`config.mk`:
```
export PLATFORM = sky130hd
export DESIGN_NAME = batt_iso_detect
export DESIGN_NICKNAME = d
export VERILOG_FILES = /design/src/rtl/bid_pkg.sv /design/src/rtl/bid_phase_fsm.sv /design/src/rtl/bid_hold_timer.sv /design/src/rtl/bid_cell_select.sv /design/src/rtl/batt_iso_detect.sv
export SDC_FILE = /design/constraint.sdc
export NUM_CORES = 1
export LEC_CHECK = 0
export BUFFER_PORTS_ARGS = -buffer_cell sky130_fd_sc_hd__buf_2
export CORE_MARGIN = 3
export CORE_UTILIZATION = 43
export CTS_CLUSTER_SIZE = 10
export DETAILED_ROUTE_END_ITERATION = 8
export PLACE_DENSITY_LB_ADDON = 0.12
export SYNTH_ARGS = -nofsm -noshare
export SYNTH_HDL_FRONTEND = slang
export SYNTH_SLANG_ARGS = --single-unit
```
`constraint.sdc`:
```
create_clock -name clk -period 2.2 [get_ports clk]
set_clock_uncertainty 0.2 [all_clocks]
set_input_delay 0.44 -clock clk [delete_from_list [all_inputs] [get_ports clk]]
set_output_delay 0.44 -clock clk [all_outputs]
set_load 0.02 [all_outputs]
```
`src/rtl/bid_pkg.sv`:
```
package bid_pkg;

    typedef enum logic [1:0] {
        PH_POWERED = 2'd0,
        PH_WINDOW  = 2'd1,
        PH_BACKUP  = 2'd2
    } bid_phase_e;

    typedef struct packed {
        logic fail_cross;
        logic swo_cross;
        logic restore;
    } supply_evt_t;

    typedef struct packed {
        logic mid;
        logic over;
    } ce_band_t;

    localparam int unsigned BID_DEF_HOLD = 70;

    function automatic logic is_removal(input bid_phase_e ph, input supply_evt_t ev);
        return (ph == PH_POWERED) && (ev.fail_cross || ev.swo_cross);
    endfunction

    function automatic bid_phase_e next_phase(input bid_phase_e ph, input supply_evt_t ev);
        bid_phase_e nx;
        nx = ph;
        unique case (ph)
            PH_POWERED: begin
                if (ev.swo_cross)       nx = PH_BACKUP;
                else if (ev.fail_cross) nx = PH_WINDOW;
            end
            PH_WINDOW: begin
                if (ev.restore)        nx = PH_POWERED;
                else if (ev.swo_cross) nx = PH_BACKUP;
            end
            PH_BACKUP: begin
                if (ev.restore) nx = PH_POWERED;
            end
            default: nx = PH_POWERED;
        endcase
        return nx;
    endfunction

endpackage

```
`src/rtl/bid_phase_fsm.sv`:
```
module bid_phase_fsm
    import bid_pkg::*;
(
    input  logic        clk,
    input  logic        rst,
    input  supply_evt_t evt,
    output bid_phase_e  phase,
    output logic        decide
);
    bid_phase_e phase_q;

    always_ff @(posedge clk) begin
        if (rst) phase_q <= PH_POWERED;
        else     phase_q <= next_phase(phase_q, evt);
    end

    assign phase  = phase_q;
    assign decide = (phase_q == PH_WINDOW) && evt.swo_cross && !evt.restore;

    // a restore inside the window always returns to the valid-supply phase
    p_restore_leaves_window_r7: assert property (@(posedge clk) disable iff (rst)
        (phase_q == PH_WINDOW && evt.restore) |=> (phase_q == PH_POWERED));

endmodule

```
`src/rtl/bid_hold_timer.sv`:
```
module bid_hold_timer
    import bid_pkg::*;
#(
    parameter int unsigned HOLD_CYCLES = BID_DEF_HOLD
) (
    input  logic     clk,
    input  logic     rst,
    input  logic     win_act,
    input  ce_band_t band,
    output logic     qual_ok
);
    localparam int unsigned CW = $clog2(HOLD_CYCLES + 1);
    localparam logic [CW-1:0] HOLD_MAX  = CW'(HOLD_CYCLES);
    localparam logic [CW-1:0] HOLD_LAST = CW'(HOLD_CYCLES - 1);

    logic [CW-1:0] cnt_q;
    logic          met_q;
    logic          spoil_q;

    always_ff @(posedge clk) begin
        if (rst || !win_act) begin
            cnt_q   <= '0;
            met_q   <= 1'b0;
            spoil_q <= 1'b0;
        end else begin
            if (band.mid) begin
                if (cnt_q != HOLD_MAX) cnt_q <= cnt_q + 1'b1;
                if (cnt_q == HOLD_LAST || cnt_q == HOLD_MAX) met_q <= 1'b1;
            end else begin
                cnt_q <= '0;
            end
            if (band.over) spoil_q <= 1'b1;
        end
    end

    assign qual_ok = met_q && !spoil_q && !band.over;

    // once spoiled, a window stays spoiled while it lasts
    p_spoil_sticky_r5: assert property (@(posedge clk) disable iff (rst)
        (spoil_q && win_act) |=> spoil_q);

    // the hold can only complete on an edge where the band flag was high
    p_met_needs_mid_r4: assert property (@(posedge clk) disable iff (rst)
        $rose(met_q) |-> $past(band.mid));

endmodule

```
`src/rtl/bid_cell_select.sv`:
```
module bid_cell_select
    import bid_pkg::*;
(
    input  logic clk,
    input  logic rst,
    input  logic on_backup,
    input  logic restore,
    input  logic sec_weak,
    output logic use_prim
);
    logic prim_q;

    always_ff @(posedge clk) begin
        if (rst || restore)            prim_q <= 1'b0;
        else if (on_backup && sec_weak) prim_q <= 1'b1;
    end

    assign use_prim = prim_q;

    // primary selection only begins on backup with a weak rechargeable cell
    p_prim_cause_r10: assert property (@(posedge clk) disable iff (rst)
        $rose(prim_q) |-> $past(on_backup && sec_weak));

    // the choice holds until the supply returns
    p_prim_sticky_r11: assert property (@(posedge clk) disable iff (rst)
        (prim_q && !restore) |=> prim_q);

endmodule

```
`src/rtl/batt_iso_detect.sv`:
```
module batt_iso_detect
    import bid_pkg::*;
#(
    parameter int unsigned HOLD_CYCLES = BID_DEF_HOLD
) (
    input  logic clk,
    input  logic rst,
    input  logic fail_cross_i,
    input  logic swo_cross_i,
    input  logic supply_up_i,
    input  logic ce_midband_i,
    input  logic ce_over_i,
    input  logic cell_attach_i,
    input  logic sec_weak_i,
    output logic batt_isolated_o,
    output logic prim_sel_o
);
    supply_evt_t evt;
    ce_band_t    band;
    bid_phase_e  phase;
    logic        decide;
    logic        qual_ok;
    logic        removal;
    logic        iso_q;
    logic        armed_q;

    assign evt  = '{fail_cross: fail_cross_i, swo_cross: swo_cross_i, restore: supply_up_i};
    assign band = '{mid: ce_midband_i, over: ce_over_i};

    bid_phase_fsm u_phase (
        .clk    (clk),
        .rst    (rst),
        .evt    (evt),
        .phase  (phase),
        .decide (decide)
    );

    bid_hold_timer #(.HOLD_CYCLES(HOLD_CYCLES)) u_timer (
        .clk     (clk),
        .rst     (rst),
        .win_act (phase == PH_WINDOW),
        .band    (band),
        .qual_ok (qual_ok)
    );

    bid_cell_select u_cell (
        .clk       (clk),
        .rst       (rst),
        .on_backup (phase == PH_BACKUP),
        .restore   (supply_up_i),
        .sec_weak  (sec_weak_i),
        .use_prim  (prim_sel_o)
    );

    assign removal = is_removal(phase, evt);

    always_ff @(posedge clk) begin
        if (rst || cell_attach_i) begin
            iso_q   <= 1'b1;
            armed_q <= 1'b0;
        end else if (decide && qual_ok) begin
            iso_q   <= 1'b1;
            armed_q <= 1'b0;
        end else if (removal && armed_q) begin
            iso_q   <= 1'b0;
            armed_q <= 1'b0;
        end else if (supply_up_i && iso_q) begin
            armed_q <= 1'b1;
        end
    end

    assign batt_isolated_o = iso_q;

    // a fresh cell always starts isolated
    p_attach_isolates_r2: assert property (@(posedge clk) disable iff (rst)
        cell_attach_i |=> batt_isolated_o);

    // a qualified request at the switch-over crossing isolates
    p_valid_request_r3: assert property (@(posedge clk) disable iff (rst)
        (decide && qual_ok) |=> batt_isolated_o);

    // reconnection happens only at a supply removal
    p_reconnect_at_removal_r8: assert property (@(posedge clk) disable iff (rst)
        $fell(batt_isolated_o) |-> $past(removal));

    // supply return alone never reconnects
    p_restore_keeps_iso_r9: assert property (@(posedge clk) disable iff (rst)
        (batt_isolated_o && supply_up_i && !removal) |=> batt_isolated_o);

endmodule

```
==> results.toml <==
[outcome]
run_status = "finished clean"

[yosys]
avgSynthCellArea_um2 = 9.530
synth-seq-area-share_pct = 40.29
ys_seq_elements = 14
post_synth_inst_count = 73
synthesis.yosys.warnings = 0
syn_nets = 85
synth_edf_count = 0
yosys_most_used_dff = "sky130_fd_sc_hd__dfxtp_1"
netlist_area_um2 = 695.7
netlist-cell-type-count = 33
synth_area_leader_cell = "sky130_fd_sc_hd__dfxtp_1"
synth_top_area_share_pct = 40.29
cell_types_occupying_the_most_area_after_synthesis = "sky130_fd_sc_hd__dfxtp_1 40%, sky130_fd_sc_hd__ha_1 5.4%, sky130_fd_sc_hd__a21oi_1 4.3%"
async_flop_share_pct = 0

[grt]
grt_overflow = 0
number_of_antenna_violations_at_the_first_check_in_global_routing = 0
groute.usage.overall_pct = 13.90
grt_pass1_wl_um = 2076
grt_max_degree = 11
first_global_vias = 468

[route]
number_of_drc_violations_after_detailed_routing = 0
firstDrtPassIters = 4
vias_per_cell = 5.525
detail_route.wirelength_um = 1302
detailroute.via_count = 547
drt_first_iter_violations = 3
detail-route-antenna-nets = 0
avg_wl_per_cell_um = 13.15

[floorplan]
fp.coreArea_um2 = 1399
die-height_um = 46.22
num_rows = 13
die_ar_um2 = 2136
ioPinCount = 11
chipWidth_um = 46.22
floorplan.initialDensity_pct = 49.73

[clock_tree]
cts.htree.levels = 1
worst_setup_hold_path_clk_slew_ns = 0.07
post_cts_setup_buffer_count = 0
postCtsHoldBufs = 0
clockBufferDepth = 2
cts_root_buffer = "sky130_fd_sc_hd__clkbuf_4"
insertion_delay_ns = 0.27
cts_inserted_buffers = 3
clock_sinks = 14
tritoncts = "built"
post_cts.resized_instances = 0

[placed_design]
hpwlAfterDp_um = 983.3
place.port_buffers = 10
place.gp.congestion = 0.7854

[final_layout]
finish.net_count = 98
drive_above_1_share_pct = 23.81
insertedDiodeCount = 0
layout_commonest_cell = "sky130_fd_sc_hd__dfxtp_1"
layout.filler_cells = 143
layout_common_cells = "14 x sky130_fd_sc_hd__dfxtp_1, 10 x sky130_fd_sc_hd__buf_2, 6 x sky130_fd_sc_hd__a21oi_1, 4 x sky130_fd_sc_hd__nor2_1"
postLayoutCoreUtil_pct = 55.10
area.growth.synth_to_final_pct = 10.79

[min_path]
critical_hold_path_startpoint = "swo_cross_i"
hold_path_depth = 2
holdPathEnd = "u_phase.phase[0]"
holdCritPathClass = "in -> reg"

[worst_setup_path]
setup.worst_path.class = "reg -> reg"
r2r.worst_path.cells = 3
regToRegEndpoint = "u_timer.cnt_q[1]"
critical_path.endpoint_type = "flop"
worstReg2RegStart = "u_timer.cnt_q[2]"
critical_path_required_ns = 2.14
regToRegSetupSlack_ns = 0.57
startpoint_type = "flop"
arrival_time_at_the_worst_endpoint_ns = 1.58
worstPathMaxFanout = 5

[run]
timing.max_cap.violations = 0

[timing]
fin_crit_sh_pct = 74.24
finalCriticalPeriod_ns = 1.633
fin_setup_tns_ns = 0
timing_hold_violations_final = 0
setup_viol = 0
final-max-slew-violation-count = 0
relSlewSlack_pct = 66.85
tightest_slew_ns = 0.4962
unrepaired_setup_endpoints_after_global_routing = "false"
achievable-frequency_mhz = 612.3

[power_and_ir_drop]
static-leakage-power_nw = 0.2689
powerDensity_nw_per_um2 = 561.3
vdd.ir_drop.worst_mv = 0.4193
-- power by group --
group	leakage (nW)	internal [W]	switching (W)
Sequential	0.113	0.000258	0.00000674
Clock	0.0138	0.0000633	0.0000727
Combinational	0.142	0.0000157	0.0000160
-- cells in the mapped netlist, types with 3 or more instances --
master,count
sky130_fd_sc_hd__inv_1,3
sky130_fd_sc_hd__nor2_1,4
sky130_fd_sc_hd__a21oi_1,6
sky130_fd_sc_hd__ha_1,3
sky130_fd_sc_hd__nor2b_1,3
sky130_fd_sc_hd__nor4_1,3
sky130_fd_sc_hd__dfxtp_1,14
sky130_fd_sc_hd__nor3_2,3
-- per-stage QoR --
stage	setup WS, ns	std cells	hold slack [ns]	power (W)	instance area, um^2
CTS	0.5773	99	0.1796	0.0004397	770.7
global route	0.5118	99	0.1957	0.0004559	770.7
floorplan	0.6816	73	0.2775	0.0002884	695.7
detailed placement	0.5434	96	0.2773	0.0003027	748.2
finish	0.5667	99	0.1900	0.0004326	770.7
global placement	0.5803	96	0.2647	0.0003017	748.2
-- state kept, by name (all words and copies together) (netlist names) --
| register | count |
|---|---|
| u_timer.met_q | 1 |
| u_timer.cnt_q | 7 |
| u_cell.use_prim | 1 |
| armed_q | 1 |
| batt_isolated_o | 1 |
| u_phase.phase | 2 |
| u_timer.spoil_q | 1 |
-- metal layers --
layer  wire (um)  track usage (%)  vias up
li1            -                -      296
met5           0                0        -
met2         520            18.13        7
met4          10            5.114        0
met3          49            5.859        2
met1         722            19.86      242
-- worst max-delay path by stage --
stage | start | slack (ns) | to
floorplan | u_phase.phase[1] | 0.68 | u_timer.cnt_q[5]
global placement | rst | 0.58 | u_timer.cnt_q[5]
detailed placement | rst | 0.54 | u_timer.cnt_q[0]
CTS | u_timer.cnt_q[2] | 0.58 | u_timer.cnt_q[1]
global route | u_timer.cnt_q[2] | 0.51 | u_timer.cnt_q[1]
finish | u_timer.cnt_q[2] | 0.57 | u_timer.cnt_q[1]
-- critical path: stages (launching register included) --
cell and delay [ns]:
sky130_fd_sc_hd__dfxtp_1 0.40, sky130_fd_sc_hd__or3b_1 0.38, sky130_fd_sc_hd__nor2_1 0.40, sky130_fd_sc_hd__a211oi_2 0.13
-- logic make-up (layout without fill, tap and decap cells) --
family | count (synthesis) | count (layout) | synth area share, %
fa+ha+maj | 3 | 3 | 5.396
compound gates | 18 | 18 | 17.99
xor+xnor | 3 | 3 | 3.778
buf+inv | 6 | 17 | 4.495
simple gates | 29 | 29 | 28.06
flops | 14 | 14 | 40.29
-- area by class of cell --
type	count	area (um^2)	area share, %
clock buffer	3	22.52	2.922
inverter	4	15.01	1.948
multi-input combinational	53	384.1	49.84
timing repair buffer	10	50.05	6.494
sequential	14	280.3	36.36
tap	15	18.77	2.435
Power figures use the tool's default switching activity.
